**src/rtl/l1_cache_pkg.sv**
```systemverilog
package l1_cache_pkg;
    typedef enum logic [1:0] {
        REPL_FIFO   = 2'd0,
        REPL_LRU    = 2'd1,
        REPL_RANDOM = 2'd2
    } repl_e;

    typedef enum logic [1:0] {
        ST_IDLE = 2'd0,
        ST_WB   = 2'd1,
        ST_FILL = 2'd2,
        ST_HOLD = 2'd3
    } ctl_st_e;
endpackage

```
**src/rtl/l1_way.sv**
```systemverilog
// One way: tag, valid, dirty and data storage for every set, with its comparator.
module l1_way #(
    parameter int DW    = 32,
    parameter int WORDS = 4,
    parameter int SETS  = 4,
    parameter int TAG_W = 6,
    parameter int BEATS = 2,
    localparam int IDX_W  = $clog2(SETS),
    localparam int OFF_W  = $clog2(WORDS),
    localparam int WPB    = WORDS / BEATS,
    localparam int MW     = WPB * DW,
    localparam int BEAT_W = $clog2(BEATS)
) (
    input  logic                clk,
    input  logic                rst_n,
    input  logic [IDX_W-1:0]    set_i,
    input  logic [TAG_W-1:0]    tag_i,
    output logic                hit_o,
    output logic                valid_o,
    output logic                dirty_o,
    output logic [TAG_W-1:0]    tag_o,
    output logic [WORDS*DW-1:0] line_o,
    input  logic                wr_en_i,
    input  logic [OFF_W-1:0]    wr_word_i,
    input  logic [DW-1:0]       wr_data_i,
    input  logic                fill_en_i,
    input  logic [BEAT_W-1:0]   fill_beat_i,
    input  logic [MW-1:0]       fill_data_i,
    input  logic                fill_last_i
);
    logic [DW-1:0]    data_q [SETS][WORDS];
    logic [TAG_W-1:0] tag_q  [SETS];
    logic [SETS-1:0]  valid_q, valid_d;
    logic [SETS-1:0]  dirty_q, dirty_d;

    assign valid_o = valid_q[set_i];
    assign dirty_o = dirty_q[set_i];
    assign tag_o   = tag_q[set_i];
    assign hit_o   = valid_q[set_i] && (tag_q[set_i] == tag_i);

    for (genvar w = 0; w < WORDS; w++) begin : g_line
        assign line_o[w*DW +: DW] = data_q[set_i][w];
    end

    always_comb begin
        valid_d = valid_q;
        dirty_d = dirty_q;
        if (wr_en_i) dirty_d[set_i] = 1'b1;
        if (fill_en_i && fill_last_i) begin
            valid_d[set_i] = 1'b1;
            dirty_d[set_i] = 1'b0;
        end
    end

    always_ff @(posedge clk or negedge rst_n) begin
        if (!rst_n) begin
            valid_q <= '0;
            dirty_q <= '0;
        end else begin
            valid_q <= valid_d;
            dirty_q <= dirty_d;
        end
    end

    always_ff @(posedge clk) begin
        if (wr_en_i) data_q[set_i][wr_word_i] <= wr_data_i;
        if (fill_en_i) begin
            for (int k = 0; k < WPB; k++)
                data_q[set_i][OFF_W'(int'(fill_beat_i) * WPB + k)] <= fill_data_i[k*DW +: DW];
            if (fill_last_i) tag_q[set_i] <= tag_i;
        end
    end

    // a store to this way leaves its line marked modified
    a_r4_write_marks_dirty: assert property (@(posedge clk) disable iff (!rst_n)
        wr_en_i |=> dirty_q[$past(set_i)]);
endmodule

```
**src/rtl/l1_repl.sv**
```systemverilog
// Victim selection per set: invalid way first, then the elaborated policy.
module l1_repl #(
    parameter int                  SETS = 4,
    parameter int                  WAYS = 2,
    parameter l1_cache_pkg::repl_e REPL = l1_cache_pkg::REPL_LRU,
    localparam int IDX_W = $clog2(SETS),
    localparam int WAY_W = $clog2(WAYS)
) (
    input  logic             clk,
    input  logic             rst_n,
    input  logic [IDX_W-1:0] set_i,
    input  logic [WAYS-1:0]  valid_i,
    input  logic             touch_i,
    input  logic [WAY_W-1:0] touch_way_i,
    input  logic             fill_i,
    output logic [WAY_W-1:0] victim_o
);
    logic [WAY_W-1:0] base;

    if (REPL == l1_cache_pkg::REPL_LRU) begin : g_lru
        logic [WAY_W-1:0] age_q [SETS][WAYS];
        logic [WAY_W-1:0] age_d [SETS][WAYS];
        logic [WAYS-1:0]  oldest;
        logic             unused_fill;
        assign unused_fill = fill_i;

        always_comb begin
            age_d = age_q;
            if (touch_i) begin
                for (int w = 0; w < WAYS; w++) begin
                    if (WAY_W'(w) == touch_way_i)
                        age_d[set_i][w] = '0;
                    else if (age_q[set_i][w] < age_q[set_i][touch_way_i])
                        age_d[set_i][w] = age_q[set_i][w] + 1'b1;
                end
            end
            base = '0;
            for (int w = 0; w < WAYS; w++) begin
                oldest[w] = (age_q[set_i][w] == WAY_W'(WAYS - 1));
                if (oldest[w]) base = WAY_W'(w);
            end
        end

        always_ff @(posedge clk or negedge rst_n) begin
            if (!rst_n) begin
                for (int s = 0; s < SETS; s++)
                    for (int w = 0; w < WAYS; w++)
                        age_q[s][w] <= WAY_W'(w);
            end else begin
                age_q <= age_d;
            end
        end

        // the ages of a set stay a permutation, so exactly one way is oldest
        a_r8_single_oldest: assert property (@(posedge clk) disable iff (!rst_n)
            $countones(oldest) == 1);
    end else if (REPL == l1_cache_pkg::REPL_FIFO) begin : g_fifo
        logic [WAY_W-1:0] ptr_q [SETS];
        logic [WAY_W-1:0] ptr_d [SETS];
        logic             unused_touch;
        assign unused_touch = touch_i ^ (^touch_way_i);

        always_comb begin
            ptr_d = ptr_q;
            if (fill_i) ptr_d[set_i] = ptr_q[set_i] + 1'b1;
            base = ptr_q[set_i];
        end

        always_ff @(posedge clk or negedge rst_n) begin
            if (!rst_n) begin
                for (int s = 0; s < SETS; s++) ptr_q[s] <= '0;
            end else begin
                ptr_q <= ptr_d;
            end
        end
    end else begin : g_rand
        logic [7:0] lfsr_q, lfsr_d;
        logic       unused_ctl;
        assign unused_ctl = touch_i ^ fill_i ^ (^touch_way_i);

        always_comb begin
            lfsr_d = {lfsr_q[6:0], lfsr_q[7] ^ lfsr_q[5] ^ lfsr_q[4] ^ lfsr_q[3]};
            base   = lfsr_q[WAY_W-1:0];
        end

        always_ff @(posedge clk or negedge rst_n) begin
            if (!rst_n) lfsr_q <= 8'h5A;
            else        lfsr_q <= lfsr_d;
        end
    end

    always_comb begin
        victim_o = base;
        for (int w = WAYS - 1; w >= 0; w--)
            if (!valid_i[w]) victim_o = WAY_W'(w);
    end
endmodule

```
**src/rtl/l1_cache.sv**
```systemverilog
module l1_cache #(
    parameter int                  ADDR_W = 10,
    parameter int                  DW     = 32,
    parameter int                  WORDS  = 4,
    parameter int                  SETS   = 4,
    parameter int                  WAYS   = 2,
    parameter int                  BEATS  = 2,
    parameter int                  CNT_W  = 16,
    parameter l1_cache_pkg::repl_e REPL   = l1_cache_pkg::REPL_LRU,
    localparam int OFF_W   = $clog2(WORDS),
    localparam int IDX_W   = $clog2(SETS),
    localparam int TAG_W   = ADDR_W - IDX_W - OFF_W,
    localparam int WAY_W   = $clog2(WAYS),
    localparam int BEAT_W  = $clog2(BEATS),
    localparam int WPB     = WORDS / BEATS,
    localparam int MW      = WPB * DW,
    localparam int MADDR_W = TAG_W + IDX_W + BEAT_W
) (
    input  logic               clk,
    input  logic               rst_n,
    input  logic               cpu_req,
    input  logic               cpu_we,
    input  logic [ADDR_W-1:0]  cpu_addr,
    input  logic [DW-1:0]      cpu_wdata,
    output logic [DW-1:0]      cpu_rdata,
    output logic               cpu_ack,
    output logic               mem_req,
    output logic               mem_we,
    output logic [MADDR_W-1:0] mem_addr,
    output logic [MW-1:0]      mem_wdata,
    input  logic [MW-1:0]      mem_rdata,
    input  logic               mem_ack,
    output logic [CNT_W-1:0]   cnt_access,
    output logic [CNT_W-1:0]   cnt_hit,
    output logic [CNT_W-1:0]   cnt_miss,
    output logic [CNT_W-1:0]   cnt_fill,
    output logic [CNT_W-1:0]   cnt_wb
);
    import l1_cache_pkg::*;

    typedef struct packed {
        ctl_st_e          st;
        logic [BEAT_W-1:0] beat;
        logic [WAY_W-1:0] vic;
        logic             ack;
        logic [DW-1:0]    rdata;
        logic             retry;
        logic [CNT_W-1:0] acc;
        logic [CNT_W-1:0] hit;
        logic [CNT_W-1:0] miss;
        logic [CNT_W-1:0] fill;
        logic [CNT_W-1:0] wb;
    } ctl_t;

    ctl_t ctl_q, ctl_d;

    logic [OFF_W-1:0] off;
    logic [IDX_W-1:0] idx;
    logic [TAG_W-1:0] tag;
    assign off = cpu_addr[OFF_W-1:0];
    assign idx = cpu_addr[OFF_W +: IDX_W];
    assign tag = cpu_addr[ADDR_W-1 -: TAG_W];

    logic [WAYS-1:0]     hit_v, valid_v, dirty_v;
    logic [TAG_W-1:0]    tag_a  [WAYS];
    logic [WORDS*DW-1:0] line_a [WAYS];
    logic                any_hit;
    logic [WAY_W-1:0]    hit_way, victim;
    logic                wr_en, fill_en, fill_last, touch, fill_note;

    for (genvar w = 0; w < WAYS; w++) begin : g_way
        l1_way #(.DW(DW), .WORDS(WORDS), .SETS(SETS), .TAG_W(TAG_W), .BEATS(BEATS)) u_way (
            .clk        (clk),
            .rst_n      (rst_n),
            .set_i      (idx),
            .tag_i      (tag),
            .hit_o      (hit_v[w]),
            .valid_o    (valid_v[w]),
            .dirty_o    (dirty_v[w]),
            .tag_o      (tag_a[w]),
            .line_o     (line_a[w]),
            .wr_en_i    (wr_en && (hit_way == WAY_W'(w))),
            .wr_word_i  (off),
            .wr_data_i  (cpu_wdata),
            .fill_en_i  (fill_en && (ctl_q.vic == WAY_W'(w))),
            .fill_beat_i(ctl_q.beat),
            .fill_data_i(mem_rdata),
            .fill_last_i(fill_last)
        );
    end

    l1_repl #(.SETS(SETS), .WAYS(WAYS), .REPL(REPL)) u_repl (
        .clk        (clk),
        .rst_n      (rst_n),
        .set_i      (idx),
        .valid_i    (valid_v),
        .touch_i    (touch),
        .touch_way_i(hit_way),
        .fill_i     (fill_note),
        .victim_o   (victim)
    );

    always_comb begin
        any_hit = |hit_v;
        hit_way = '0;
        for (int w = 0; w < WAYS; w++)
            if (hit_v[w]) hit_way = WAY_W'(w);
    end

    always_comb begin
        ctl_d     = ctl_q;
        ctl_d.ack = 1'b0;
        wr_en     = 1'b0;
        fill_en   = 1'b0;
        fill_last = 1'b0;
        touch     = 1'b0;
        fill_note = 1'b0;
        mem_req   = 1'b0;
        mem_we    = 1'b0;
        mem_addr  = {tag, idx, ctl_q.beat};
        mem_wdata = line_a[ctl_q.vic][int'(ctl_q.beat) * MW +: MW];
        unique case (ctl_q.st)
            ST_IDLE: if (cpu_req) begin
                if (any_hit) begin
                    ctl_d.ack   = 1'b1;
                    ctl_d.rdata = line_a[hit_way][int'(off) * DW +: DW];
                    wr_en       = cpu_we;
                    touch       = 1'b1;
                    if (!ctl_q.retry) begin
                        ctl_d.acc = ctl_q.acc + 1'b1;
                        ctl_d.hit = ctl_q.hit + 1'b1;
                    end
                    ctl_d.retry = 1'b0;
                    ctl_d.st    = ST_HOLD;
                end else begin
                    ctl_d.acc  = ctl_q.acc + 1'b1;
                    ctl_d.miss = ctl_q.miss + 1'b1;
                    ctl_d.vic  = victim;
                    ctl_d.beat = '0;
                    ctl_d.st   = (valid_v[victim] && dirty_v[victim]) ? ST_WB : ST_FILL;
                end
            end
            ST_WB: begin
                mem_req  = 1'b1;
                mem_we   = 1'b1;
                mem_addr = {tag_a[ctl_q.vic], idx, ctl_q.beat};
                if (mem_ack) begin
                    ctl_d.beat = ctl_q.beat + 1'b1;
                    if (ctl_q.beat == BEAT_W'(BEATS - 1)) begin
                        ctl_d.wb = ctl_q.wb + 1'b1;
                        ctl_d.st = ST_FILL;
                    end
                end
            end
            ST_FILL: begin
                mem_req = 1'b1;
                if (mem_ack) begin
                    fill_en    = 1'b1;
                    ctl_d.beat = ctl_q.beat + 1'b1;
                    if (ctl_q.beat == BEAT_W'(BEATS - 1)) begin
                        fill_last   = 1'b1;
                        fill_note   = 1'b1;
                        ctl_d.fill  = ctl_q.fill + 1'b1;
                        ctl_d.retry = 1'b1;
                        ctl_d.st    = ST_IDLE;
                    end
                end
            end
            default: if (!cpu_req) ctl_d.st = ST_IDLE;
        endcase
    end

    always_ff @(posedge clk or negedge rst_n) begin
        if (!rst_n) begin
            ctl_q    <= '0;
            ctl_q.st <= ST_IDLE;
        end else begin
            ctl_q <= ctl_d;
        end
    end

    assign cpu_ack    = ctl_q.ack;
    assign cpu_rdata  = ctl_q.rdata;
    assign cnt_access = ctl_q.acc;
    assign cnt_hit    = ctl_q.hit;
    assign cnt_miss   = ctl_q.miss;
    assign cnt_fill   = ctl_q.fill;
    assign cnt_wb     = ctl_q.wb;

    // the acknowledge lasts one clock
    a_r2_ack_pulse: assert property (@(posedge clk) disable iff (!rst_n)
        cpu_ack |=> !cpu_ack);

    // no acknowledge follows an edge where the request was low
    a_r9_ack_needs_req: assert property (@(posedge clk) disable iff (!rst_n)
        !cpu_req |=> !cpu_ack);

    // a beat not yet accepted keeps its address
    a_r3_beat_held: assert property (@(posedge clk) disable iff (!rst_n)
        (mem_req && !mem_ack) |=> (mem_req && $stable(mem_addr)));

    // every counted access is either a hit or a miss
    a_r10_counts_balance: assert property (@(posedge clk) disable iff (!rst_n)
        CNT_W'(cnt_hit + cnt_miss) == cnt_access);

    // a write-back beat is never issued while the processor is acknowledged
    a_r6_wb_not_on_ack: assert property (@(posedge clk) disable iff (!rst_n)
        (mem_req && mem_we) |-> !cpu_ack);
endmodule

```
**config.mk**
```make
export PLATFORM = sky130hd
export DESIGN_NAME = l1_cache
export DESIGN_NICKNAME = d
export VERILOG_FILES = /design/src/rtl/l1_cache_pkg.sv /design/src/rtl/l1_way.sv /design/src/rtl/l1_repl.sv /design/src/rtl/l1_cache.sv
export SDC_FILE = /design/constraint.sdc
export NUM_CORES = 2
export LEC_CHECK = 0
export BUFFER_PORTS_ARGS = -buffer_cell sky130_fd_sc_hd__buf_2
export CAP_MARGIN = 20
export CORE_MARGIN = 2
export CORE_UTILIZATION = 44
export CTS_BUF_LIST = sky130_fd_sc_hd__clkbuf_4
export DETAILED_ROUTE_END_ITERATION = 12
export GPL_ROUTABILITY_DRIVEN = 0
export PLACE_DENSITY = 0.72
export SLEW_MARGIN = 20
export SYNTH_ARGS = -nofsm -noshare
export SYNTH_HDL_FRONTEND = slang
export SYNTH_HIERARCHICAL = 1
export SYNTH_SLANG_ARGS = --single-unit
```
**constraint.sdc**
```tcl
create_clock -name clk -period 5.2 [get_ports clk]
set_clock_uncertainty 0.1 [all_clocks]
set_input_delay 1.04 -clock clk [delete_from_list [all_inputs] [get_ports clk]]
set_output_delay 1.04 -clock clk [all_outputs]
set_load 0.005 [all_outputs]
```
==> results.py <==
metrics = {
    "place": {
        "place_inst": 4338,
        "io_buffer_count": 298,
        "hpwl_mm": 86.6,
    },
    "pwr": {
        "finalPower_mw": 22.5,
        "ir_drop_uv": 175,
        "p_leak_nw": 20.4,
        "p_per_area_mw_per_mm2": 389,
    },
    "drt": {
        "drc": 0,
        "avgRoutedWirePerCell_um": 29.0,
        "num_vias": 28634,
        "drt_iter0_markers": 3631,
        "via_per_inst": 5.87,
        "routed_wirelength_mm": 142,
        "drt_pass1_iterations": 7,
        "final_antenna_net_count": 0,
    },
    "layout": {
        "fin_nets": 3266,
        "syn2layout_area_growth_pct": 13.9,
        "multiInputGateArea_mm2": 0.0137,
        "fin_cells": 4877,
        "n_fill_cell": 9211,
        "seq_area_mm2": 0.0358,
        "drive_gt1_share_pct": 39.1,
    },
    "sta": {
        "min_period_over_period_pct": 96.1,
        "rsz0062_at_grt": "no",
        "maxSlewViolCount": 0,
        "slew_headroom_pct": 12.9,
        "hold_viol": 0,
        "setup_viol": 0,
        "hold_ws_ns": 0.141,
        "fmax_mhz": 200,
        "fin_crit_ns": 5.00,
        "tightest_slew_ns": 1.31,
    },
    "global_route": {
        "grt_pass1_wl_mm": 201,
        "grtUsageTotal_pct": 24.0,
        "antenna_found_initial": 36,
        "grt_max_degree": 161,
        "grt_pass1_vias": 28735,
        "grt_overflow_total": 0,
    },
    "yosys": {
        "ys_ff_latch": 1214,
        "synth-edff-count": 1072,
        "synth_async_sr_flop_share_pct": 11.7,
        "syn_avg_cell_area_um2": 18.9,
        "syn_inst": 2694,
        "ys_seq_area_share_pct": 70.3,
        "ys.flop_type": "edfxtp_1",
        "ys_warn_count": 6,
        "synth_cell_types": 50,
        "syn_area_mm2": 0.0508,
        "syn-num-nets": 2813,
    },
    "floorplan": {
        "fp.dieH_um": 344,
        "num_rows": 124,
        "core_area_mm2": 0.115,
        "die-area_mm2": 0.118,
        "initial_core_util_pct": 44.4,
        "die_w_um": 344,
        "boundaryPins": 299,
    },
    "worst_hold_path": {
        "hold_class": "primary input to register",
    },
    "status": {
        "outcome": "complete, no violations",
    },
    "clock_network": {
        "cts_tree": "yes",
        "clock_path_buffers": 4,
        "cts.root.buffer_cell": "clkbuf_4",
        "clk_latency_ns": 1.14,
        "clkTransAtPathRegs_ns": 0.07,
        "ctsResizeCount": 0,
        "cts.sinks": 1214,
        "cts-buffers-inserted": 313,
        "htree_levels": 5,
    },
    "worst_setup_path": {
        "required_ns": 4.06,
        "worst_path_max_delay_cell": "mux4_2",
        "crit_top_cell": "mux4_2",
        "arrival_ns": 3.86,
        "endpoint_kind": "primary output",
        "crit_type": "primary input to primary output",
        "critPathLaunchType": "primary input",
        "slowest_delay_ns": 0.62,
        "crit_chain": "buf_8, buf_4, buf_12, buf_16, mux4_2, mux4_2, buf_2",
        "worst-path-max-fanout": 70,
    },
    "job": {
        "max_cap_viol_count": 0,
    },
}
-- timing repair --
item / CTS / global route
hold buffers: 1 / 0
buffers inserted: 0 / 0
endpoints found under the hold margin: 85 / 0
-- worst max-delay path: cells and delay by family --
kind,cells,cell delay (ns)
buf+inv,5,1.42
mux,2,1.21
-- sequential cells by signal (all words and copies together), names as in the netlist --
signal,count
u_repl/g_lru.age_q,8
g_way.u_way/tag_q,48
cnt_access,16
cnt_miss,16
cpu_ack,1
cnt_wb,16
ctl_q,5
cnt_fill,16
g_way.u_way/data_q,1024
g_way.u_way/dirty_q,8
cpu_rdata,32
g_way.u_way/valid_q,8
cnt_hit,16
-- metrics by stage --
stage	TNS (ns)	worst slack (ns)	util (%)	instance area, µm²
after floorplan	-12.88	-0.0368	-	50900
after global placement	-0.246	-0.0120	47.1	53900
after detailed placement	-0.526	-0.0277	47.1	54000
after CTS	0	0.286	50.4	57700
after global routing	0	0.0283	50.6	57900
final	0	0.205	50.6	57900
-- area by class of cell --
| class | instances | share of cell area (%) |
|---|---|---|
| repair buffers | 388 | 4.64 |
| clock buffers | 441 | 5.72 |
| flip-flops and latches | 1214 | 61.7 |
| multi-input cells | 1208 | 23.6 |
| clock inverters | 76 | 0.791 |
| inverters | 22 | 0.143 |
| diodes | 16 | 0.0691 |
| well taps | 1512 | 3.27 |
-- metal layers --
layer / GRT usage (%) / vias to the layer above / part of all wire [%]
met5: 0 / - / 0.14
met3: 7.82 / 263 / 13
met2: 36.3 / 1884 / 46
met4: 8.45 / 30 / 2.8
li1: - / 11696 / -
met1: 32.9 / 14761 / 37
-- cells by family after synthesis --
kind of cell             after synthesis  share of synthesized area (%)
flip-flops                          1214                           70.3
AND/OR/NAND/NOR                      591                           5.16
multiplexers                         451                           18.8
buffers and inverters                272                           3.28
XOR/XNOR                              87                           1.50
AO/OA/AOI/OAI                         71                          0.765
adder cells (fa/ha/maj)                8                          0.197
-- worst paths after layout --
path	from	cells after the start	endpoint	slack (ns)
min in group asynchronous	rst_n	2	cnt_access[3]$_DFFE_PN0P_	0.28
setup / recovery	cpu_addr[2]	7	mem_wdata[0]	0.20
max in group asynchronous	rst_n	4	cnt_wb[6]$_DFFE_PN0P_	3.52
hold / removal	mem_rdata[5]	3	g_way[0].u_way/data_q[2][101]$_DFFE_PP_	0.14
hold reg to reg	cnt_access[15]$_DFFE_PN0P_	1	cnt_access[15]$_DFFE_PN0P_	0.36
setup reg to reg	g_way[1].u_way/tag_q[3][0]$_DFFE_PP_	11	g_way[0].u_way/data_q[0][55]$_DFFE_PP_	0.97
-- Yosys cell counts (29+ instances only) --
master       n  area share [%]
buf_2       68            0.67
nand2_1    392             2.9
buf_4      120             1.8
o21ai_0     35            0.34
dfrtp_1    138             6.8
xor2_1      29            0.50
mux4_2     402              18
clkbuf_1    37            0.27
xnor2_1     58             1.0
mux2i_1     43            0.85
nand3_1     34            0.33
edfxtp_1  1072              63
nor2_1      70            0.52
-- placed cells by master (no fill, tap or decap), types with 43 or more instances in the layout --
master,netlist,layout
clkbuf_4,0,441
mux4_2,402,402
xnor2_1,58,58
buf_2,68,293
buf_4,120,55
mux2i_1,43,43
clkinv_1,0,58
dfrtp_1,138,136
nand2_1,392,392
edfxtp_1,1072,1072
-- report_power, final --
part           leakage, nW  internal, mW  switching, mW
sequential            11.6          11.0          0.272
clock                 2.25          4.18           3.71
combinational         6.57          1.31           2.02
No activity file was read; power rests on OpenSTA's default activity.
